### src/rtl/uart_rx_pkg.sv
package uart_rx_pkg;
  // Frame formats as encoded on fmt_sel
  typedef enum logic [1:0] {
    FMT_8    = 2'b00,
    FMT_7    = 2'b01,
    FMT_9    = 2'b10,
    FMT_LOOP = 2'b11
  } fmt_e;

  typedef enum logic [1:0] {
    PAR_ODD  = 2'b00,
    PAR_EVEN = 2'b01,
    PAR_ONE  = 2'b10,
    PAR_ZERO = 2'b11
  } par_e;

  typedef enum logic [2:0] {
    S_IDLE, S_START, S_BITS, S_STOP, S_HOLD
  } rx_state_e;

  // Longest payload: nine data bits, or eight plus parity
  localparam int RX_MAXB = 10;

  typedef struct packed {
    logic [8:0] data;
    logic       par_err;
    logic       frm_err;
    logic       brk;
  } rx_char_t;
endpackage

### src/rtl/uart_rx_front.sv
module uart_rx_front #(
  parameter int STAGES = 2
) (
  input  logic clk,
  input  logic rst,
  input  logic rx_in,
  input  logic lb_in,
  input  logic loop_en,
  output logic line
);
  logic [STAGES-1:0] sync_q;

  always_ff @(posedge clk) begin
    if (rst) sync_q <= '1;
    else     sync_q <= {sync_q[STAGES-2:0], rx_in};
  end

  // loopback source is already in this clock domain
  assign line = loop_en ? lb_in : sync_q[STAGES-1];
endmodule

### src/rtl/uart_rx_sampler.sv
module uart_rx_sampler #(
  parameter int OSR = 16
) (
  input  logic clk,
  input  logic rst,
  input  logic tick,
  input  logic line,
  input  logic restart,
  output logic half_stb,
  output logic half_val,
  output logic vote_stb,
  output logic vote
);
  localparam int CW  = $clog2(OSR);
  localparam int MID = OSR / 2;

  logic [CW-1:0] phase_q;
  logic [CW-1:0] num;
  logic [1:0]    early_q;

  // tick number within the current bit cell; detection tick is number 0
  always_comb num = restart ? '0 : phase_q + 1'b1;

  always_ff @(posedge clk) begin
    if (rst) begin
      phase_q <= '0;
      early_q <= '1;
    end else if (tick) begin
      phase_q <= num;
      if (num == CW'(MID - 1) || num == CW'(MID))
        early_q <= {early_q[0], line};
    end
  end

  assign half_stb = tick && (num == CW'(MID));
  assign half_val = line;
  assign vote_stb = tick && (num == CW'(MID + 1));
  assign vote     = (early_q[1] & early_q[0]) | (early_q[1] & line) | (early_q[0] & line);
endmodule

### src/rtl/uart_rx_ctrl.sv
module uart_rx_ctrl
  import uart_rx_pkg::*;
(
  input  logic     clk,
  input  logic     rst,
  input  logic     tick,
  input  logic     line,
  input  logic     half_stb,
  input  logic     half_val,
  input  logic     vote_stb,
  input  logic     vote,
  input  fmt_e     fmt,
  input  logic     par_en,
  input  par_e     par_mode,
  output logic     restart,
  output logic     done,
  output logic     nine,
  output rx_char_t ch,
  output logic     line_fault
);
  localparam int IW = $clog2(RX_MAXB);

  rx_state_e          st;
  fmt_e               fmt_q;
  logic               pen_q;
  par_e               pm_q;
  logic [RX_MAXB-1:0] sh_q;
  logic [IW-1:0]      idx_q;

  logic [IW-1:0] ndata;
  logic [IW-1:0] last;
  logic [8:0]    dmask;
  logic [8:0]    dbits;
  logic          use_par;
  logic          pbit;
  logic          par_bad;

  assign restart = (st == S_IDLE) && tick && !line;
  assign nine    = fmt_q[1];
  assign use_par = pen_q && !fmt_q[1];

  always_comb begin
    unique case (fmt_q)
      FMT_7:   begin ndata = IW'(7); dmask = 9'h07F; end
      FMT_8:   begin ndata = IW'(8); dmask = 9'h0FF; end
      default: begin ndata = IW'(9); dmask = 9'h1FF; end
    endcase
    last  = ndata - 1'b1 + IW'(use_par);
    dbits = sh_q[8:0] & dmask;
    pbit  = sh_q[ndata];
    unique case (pm_q)
      PAR_ODD:  par_bad = ~(^dbits ^ pbit);
      PAR_EVEN: par_bad = ^dbits ^ pbit;
      PAR_ONE:  par_bad = ~pbit;
      default:  par_bad = pbit;
    endcase
  end

  always_ff @(posedge clk) begin
    if (rst) begin
      st         <= S_IDLE;
      fmt_q      <= FMT_8;
      pen_q      <= 1'b0;
      pm_q       <= PAR_ODD;
      sh_q       <= '0;
      idx_q      <= '0;
      done       <= 1'b0;
      ch         <= '0;
      line_fault <= 1'b0;
    end else begin
      done <= 1'b0;
      if (st == S_STOP && vote_stb && !vote) line_fault <= 1'b1;
      else if (line)                          line_fault <= 1'b0;

      unique case (st)
        S_IDLE: begin
          if (restart) begin
            st    <= S_START;
            fmt_q <= fmt;
            pen_q <= par_en;
            pm_q  <= par_mode;
            sh_q  <= '0;
            idx_q <= '0;
          end
        end
        S_START: begin
          if (half_stb && half_val) st <= S_IDLE;
          else if (vote_stb)        st <= S_BITS;
        end
        S_BITS: begin
          if (vote_stb) begin
            sh_q[idx_q] <= vote;
            if (idx_q == last) st <= S_STOP;
            else               idx_q <= idx_q + 1'b1;
          end
        end
        S_STOP: begin
          if (vote_stb) begin
            done       <= 1'b1;
            ch.data    <= dbits;
            ch.par_err <= use_par && par_bad;
            ch.frm_err <= !vote;
            ch.brk     <= !vote && (sh_q == '0);
            st         <= vote ? S_IDLE : S_HOLD;
          end
        end
        S_HOLD:  if (line) st <= S_IDLE;
        default: st <= S_IDLE;
      endcase
    end
  end
endmodule

### src/rtl/uart_rx_buf.sv
module uart_rx_buf
  import uart_rx_pkg::*;
(
  input  logic       clk,
  input  logic       rst,
  input  logic       done,
  input  logic       nine,
  input  rx_char_t   ch,
  input  logic       rd_strobe,
  input  logic       attn_set,
  input  logic       attn_clr,
  output logic       store,
  output logic [7:0] rd_data,
  output logic       rd_bit9,
  output logic       full,
  output logic       par_err,
  output logic       frm_err,
  output logic       brk,
  output logic       attn
);
  // filter drops 9-bit characters with a clear ninth bit while attn is set
  assign store = done && !(attn && nine && !ch.data[8]);

  always_ff @(posedge clk) begin
    if (rst) begin
      rd_data <= '0;
      rd_bit9 <= 1'b0;
      full    <= 1'b0;
      par_err <= 1'b0;
      frm_err <= 1'b0;
      brk     <= 1'b0;
      attn    <= 1'b0;
    end else begin
      if (store) begin
        rd_data <= ch.data[7:0];
        rd_bit9 <= ch.data[8];
        par_err <= ch.par_err;
        frm_err <= ch.frm_err;
        brk     <= ch.brk;
        full    <= 1'b1;
      end else if (rd_strobe) begin
        full <= 1'b0;
      end
      if (attn_set)                      attn <= 1'b1;
      else if (attn_clr || (store && nine)) attn <= 1'b0;
    end
  end
endmodule

### src/rtl/uart_rx_top.sv
module uart_rx_top
  import uart_rx_pkg::*;
#(
  parameter int OSR         = 16,
  parameter int SYNC_STAGES = 2
) (
  input  logic       clk,
  input  logic       rst,
  input  logic       tick,
  input  logic       rx_in,
  input  logic       lb_tx_in,
  input  logic [1:0] fmt_sel,
  input  logic       par_en,
  input  logic [1:0] par_mode,
  input  logic       rx_ie,
  input  logic       rd_strobe,
  input  logic       attn_set,
  input  logic       attn_clr,
  output logic [7:0] rd_data,
  output logic       rd_bit9,
  output logic       rx_full,
  output logic       par_err,
  output logic       frm_err,
  output logic       brk_det,
  output logic       line_fault,
  output logic       attn,
  output logic       irq
);
  logic     line;
  logic     restart;
  logic     half_stb, half_val, vote_stb, vote;
  logic     done, nine, store;
  rx_char_t ch;

  uart_rx_front #(.STAGES(SYNC_STAGES)) u_front (
    .clk(clk), .rst(rst), .rx_in(rx_in), .lb_in(lb_tx_in),
    .loop_en(fmt_sel == FMT_LOOP), .line(line)
  );

  uart_rx_sampler #(.OSR(OSR)) u_samp (
    .clk(clk), .rst(rst), .tick(tick), .line(line), .restart(restart),
    .half_stb(half_stb), .half_val(half_val), .vote_stb(vote_stb), .vote(vote)
  );

  uart_rx_ctrl u_ctrl (
    .clk(clk), .rst(rst), .tick(tick), .line(line),
    .half_stb(half_stb), .half_val(half_val), .vote_stb(vote_stb), .vote(vote),
    .fmt(fmt_e'(fmt_sel)), .par_en(par_en), .par_mode(par_e'(par_mode)),
    .restart(restart), .done(done), .nine(nine), .ch(ch), .line_fault(line_fault)
  );

  uart_rx_buf u_buf (
    .clk(clk), .rst(rst), .done(done), .nine(nine), .ch(ch),
    .rd_strobe(rd_strobe), .attn_set(attn_set), .attn_clr(attn_clr),
    .store(store), .rd_data(rd_data), .rd_bit9(rd_bit9), .full(rx_full),
    .par_err(par_err), .frm_err(frm_err), .brk(brk_det), .attn(attn)
  );

  assign irq = rx_full & rx_ie;
endmodule

### config.mk
export PLATFORM = sky130hd
export DESIGN_NAME = uart_rx_top
export DESIGN_NICKNAME = d
export VERILOG_FILES = /design/src/rtl/uart_rx_pkg.sv /design/src/rtl/uart_rx_front.sv /design/src/rtl/uart_rx_sampler.sv /design/src/rtl/uart_rx_ctrl.sv /design/src/rtl/uart_rx_buf.sv /design/src/rtl/uart_rx_top.sv
export SDC_FILE = /design/constraint.sdc
export NUM_CORES = 1
export LEC_CHECK = 0
export CAP_MARGIN = 25
export CORE_UTILIZATION = 58
export DETAILED_ROUTE_END_ITERATION = 12
export MAX_ROUTING_LAYER = met4
export PLACE_DENSITY = 0.81
export SYNTH_ARGS = -nofsm -noshare
export SYNTH_HDL_FRONTEND = slang
export SYNTH_SLANG_ARGS = --single-unit
### constraint.sdc
create_clock -name clk -period 4.3 [get_ports clk]
set_clock_uncertainty 0.2 [all_clocks]
set_input_delay 1.29 -clock clk [delete_from_list [all_inputs] [get_ports clk]]
set_output_delay 1.29 -clock clk [all_outputs]
set_load 0.05 [all_outputs]
==> out/results.tsv <==
stage	metric	value	unit
grt	All-Layer GR Usage	0.259	
sta	transition at the pin with the smallest max-transition slack	0.810	ns
cells_and_area	fraction of final layout cells sized beyond drive strength 1	0.0914	
synth	Seq/Total Area, Yosys	0.409	
clocking	TritonCTS clock tree	yes	
cells_and_area	post-layout util	0.721	
pwr	Switch Pwr	266	uW
setup_path	delay of the slowest cell on the worst path	0.45	ns
detailed_routing	detail-routed via count per cell	5.73	
setup_path	depth of the worst register-to-register path	9	
place	placed wire-length estimate after detailed placement	4100	microns
clocking	clock-pin slew of the registers on the worst-case setup and hold paths	0.06	ns
setup_path	CP cell instances	clkdlybuf4s50_1, and2_1, buf_4	
sta	final critical delay including setup and external delays	3.55	ns
synth	average footprint of a synthesized cell	8.90	sq um
setup_path	maximum fanout along the worst path	1	
min_path	worst min-delay path startpoint	u_front.sync_q[0]	
setup_path	required time at the worst-slack endpoint	2.81	ns
grt	global-route wire length before repair	10000	microns
cells_and_area	growth of design area from synthesis to finish	19.9	%
min_path	Worst Hold Path EP	u_front.sync_q[1]	
die	die outline height	72.0	microns
sta	worst relative slew slack	0.460	
detailed_routing	residual DRC count	0	
sta	period utilization	0.825	
pwr	Reg power frac	0.437	
clocking	number of hold buffers added after cts	0	
setup_path	slowest stage cell on the critical path	sky130_fd_sc_hd__clkdlybuf4s50_1	
synth	primary flip-flop cell chosen by synthesis mapping	sky130_fd_sc_hd__dfxtp_1	
setup_path	reg-to-reg setup timing slack	1.60	ns
detailed_routing	via count of the routed design	2389	
setup_path	cell class contributing the biggest share of worst-path delay	buffers and inverters	
pwr	Tot Pwr	1.26	mW
grt	initial antenna violation count	0	
synth	synthesized netlist net count	343	
synth	synth unique cells	58	
sta	total negative setup slack	0	ns
cells_and_area	antenna cell count	0	
grt	via count of the first global-routing pass	2153	
clocking	number of sinks driven by the clock tree	58	
clocking	buffer cell driving the clock tree root	sky130_fd_sc_hd__clkbuf_8	
synth	cells after synthesis	319	
sta	upper clock frequency limit	282	MHz
flow_run	number of max-cap violations	0	
min_path	WHS Path Cells	1	
detailed_routing	Post-DRT Antenna Nets	0	
place	post-placement worst setup slack	0.687	ns
setup_path	worst path arrival time	2.06	ns
grt	overall overflow remaining after global route	0	
clocking	H-tree levels	3	
synth	number of synthesized flops with an enable pin	0	
detailed_routing	number of violations reported at the end of detailed-routing iteration 0	144	
detailed_routing	Post-Route WL	5880	microns
clocking	maximum clock path buffer count	2	
synth	total standard cell area after synthesis	2840	sq um
detailed_routing	average detailed-routed wire length per instance	14.1	microns
setup_path	Crit Path Class	input port to primary output	
die	starting density of the core	0.601	
setup_path	sort of element at the start of the critical path	input port	
die	Die X-Extent	72.0	microns
pwr	worst supply voltage drop on vdd	0.206	mV
synth	ranking of synthesized cells by area	sky130_fd_sc_hd__dfxtp_1 (41%), sky130_fd_sc_hd__mux2i_1 (7.1%), sky130_fd_sc_hd__nor2_1 (4.9%)	
place	GPL Wtd Cong	0.863	
die	core region area	4720	sq um
pwr	internal power component	998	uW
setup_path	crit end category	primary output	
cells_and_area	Final nets	369	
pwr	reported leakage power	1.29	nW
sta	final hold violation count	0	
clocking	number of gates resized after CTS	0	
synth	number of synthesis warnings	0	
cells_and_area	final-layout fill cell count	359	
sta	total setup violations reported at the end of the flow	0	
pwr	Gate power share	0.067	
sta	unrepaired setup endpoints after global routing	no	
setup_path	worst setup path start	rx_ie	
synth	share of the synthesized area in the top cell type	0.409	
detailed_routing	drt first pass iters	4	
clocking	buffers inserted during post-CTS setup optimization	0	
setup_path	launching point of the worst reg2reg path	u_ctrl.fmt_q[1]	
sta	setup slack of the critical path after layout	0.753	ns
pwr	Net Sw Frac	0.211	
clocking	total CTS buffers	9	
die	area enclosed by the die boundary	5180	sq um
place	Buffers on Ports	29	
run_status	outcome	completed	
clocking	clock latency on the worst-skew pair	0.34	ns
grt	maximum number of pins on one net before global-route repair	46	
synth	dominant cell type by area after synthesis	sky130_fd_sc_hd__dfxtp_1	
die	num ports	30	
die	floorplan row count	25	
setup_path	FF-to-FF End	u_ctrl.st[0]	
synth	total of flip-flops plus latches after synthesis	58	
pwr	Power Density	371	nW/um^2
cells_and_area	commonest non-fill, non-tap cells in the layout	sky130_fd_sc_hd__dfxtp_1 (58), sky130_fd_sc_hd__nor2_1 (37), sky130_fd_sc_hd__nand2_1 (30), sky130_fd_sc_hd__clkdlybuf4s50_1 (27), sky130_fd_sc_hd__mux2i_1 (20)	
synth	fraction of synthesis flops using an asynchronous set or reset pin	0	
sta	count of pins over their slew limit	0	
min_path	min-delay worst type	flip-flop to flip-flop	
cells_and_area	commonest non-fill, non-tap cell in the layout	sky130_fd_sc_hd__dfxtp_1	
pwr	Clock Power Share	0.497	
setup_path	crit path buf inv count	2	
==> how the worst max path moves through the flow <==
stage                           to  slack (ns)  cells after the start
floorplan                      irq        1.11                      1
global placement    u_ctrl.sh_q[3]        0.73                      6
detailed placement  u_ctrl.sh_q[3]        0.69                      6
CTS                            irq        0.75                      3
global route                   irq        0.73                      3
finish                         irq        0.75                      3
==> state kept, by name, summed over array words and instances (netlist names), 3 cells and up <==
signal,count
u_samp.phase_q,4
u_ctrl.ch,12
u_ctrl.st,3
u_buf.rd_data,8
u_ctrl.sh_q,10
u_ctrl.idx_q,4
==> Yosys cell counts, types with 5 or more instances <==
| cell type | instances |
|---|---|
| sky130_fd_sc_hd__a31oi_1 | 14 |
| sky130_fd_sc_hd__xnor2_1 | 6 |
| sky130_fd_sc_hd__dfxtp_1 | 58 |
| sky130_fd_sc_hd__nor2_1 | 37 |
| sky130_fd_sc_hd__a21oi_1 | 16 |
| sky130_fd_sc_hd__ha_1 | 10 |
| sky130_fd_sc_hd__clkbuf_1 | 12 |
| sky130_fd_sc_hd__mux2i_1 | 20 |
| sky130_fd_sc_hd__nand3_1 | 6 |
| sky130_fd_sc_hd__nor3_1 | 6 |
| sky130_fd_sc_hd__inv_1 | 13 |
| sky130_fd_sc_hd__a32oi_1 | 11 |
| sky130_fd_sc_hd__buf_2 | 5 |
| sky130_fd_sc_hd__nand2b_1 | 8 |
| sky130_fd_sc_hd__nand2_1 | 30 |
==> power groups by stage <==
stage	Clock, mW	Combinational [mW]	Sequential, mW
3_3_place_gp	0	0.0815	0.563
4_1_cts	0.638	0.0839	0.552
2_1_floorplan	0	0.0611	0.562
3_5_place_dp	0	0.0833	0.564
5_1_grt	0.661	0.0935	0.553
6_report	0.628	0.0843	0.552
==> worst register-to-register path, delay by kind of cell, from the launching register on <==
kind / cells / cell delay (ns)
compound gates: 2 / 0.37
flops: 1 / 0.51
fa+ha+maj: 2 / 0.49
xor+xnor: 1 / 0.15
simple gates: 3 / 0.87
buf+inv: 1 / 0.06
==> metal layers <==
metal | share of wire | GRT usage | vias to the layer above
met5 | 0 | - | -
met4 | 0.014 | 0.0980 | 0
met3 | 0.048 | 0.0708 | 8
met2 | 0.44 | 0.371 | 65
met1 | 0.49 | 0.349 | 1113
li1 | - | - | 1203
==> metrics by stage <==
stage | hold WS (ns) | cells | instance area (sq um)
floorplan | 0.189 | 319 | 2840
global placement | 0.194 | 401 | 3150
detailed placement | 0.193 | 401 | 3150
CTS | 0.208 | 417 | 3400
global route | 0.227 | 417 | 3400
finish | 0.207 | 417 | 3400
==> cell families (layout without fill, tap and decap cells) <==
| kind of cell | Yosys count | after routing | share of synthesized area |
|---|---|---|---|
| AO/OA/AOI/OAI | 69 | 69 | 0.171 |
| adder cells (fa/ha/maj) | 11 | 11 | 0.0476 |
| XOR/XNOR | 10 | 10 | 0.0357 |
| buffers and inverters | 32 | 63 | 0.0498 |
| multiplexers | 20 | 20 | 0.0705 |
| flip-flops | 58 | 58 | 0.409 |
| AND/OR/NAND/NOR | 119 | 119 | 0.216 |
==> final cells by class <==
| type | instances | area (sq um) | share of cell area |
|---|---|---|---|
| multi-input combinational | 229 | 1540 | 0.451 |
| sequential | 58 | 1160 | 0.341 |
| timing repair buffer | 34 | 320 | 0.0941 |
| clock buffer | 12 | 155 | 0.0456 |
| clock inverter | 4 | 97.6 | 0.0287 |
| tap | 67 | 83.8 | 0.0246 |
| inverter | 13 | 48.8 | 0.0143 |
No activity file was read; power rests on OpenSTA's default activity.
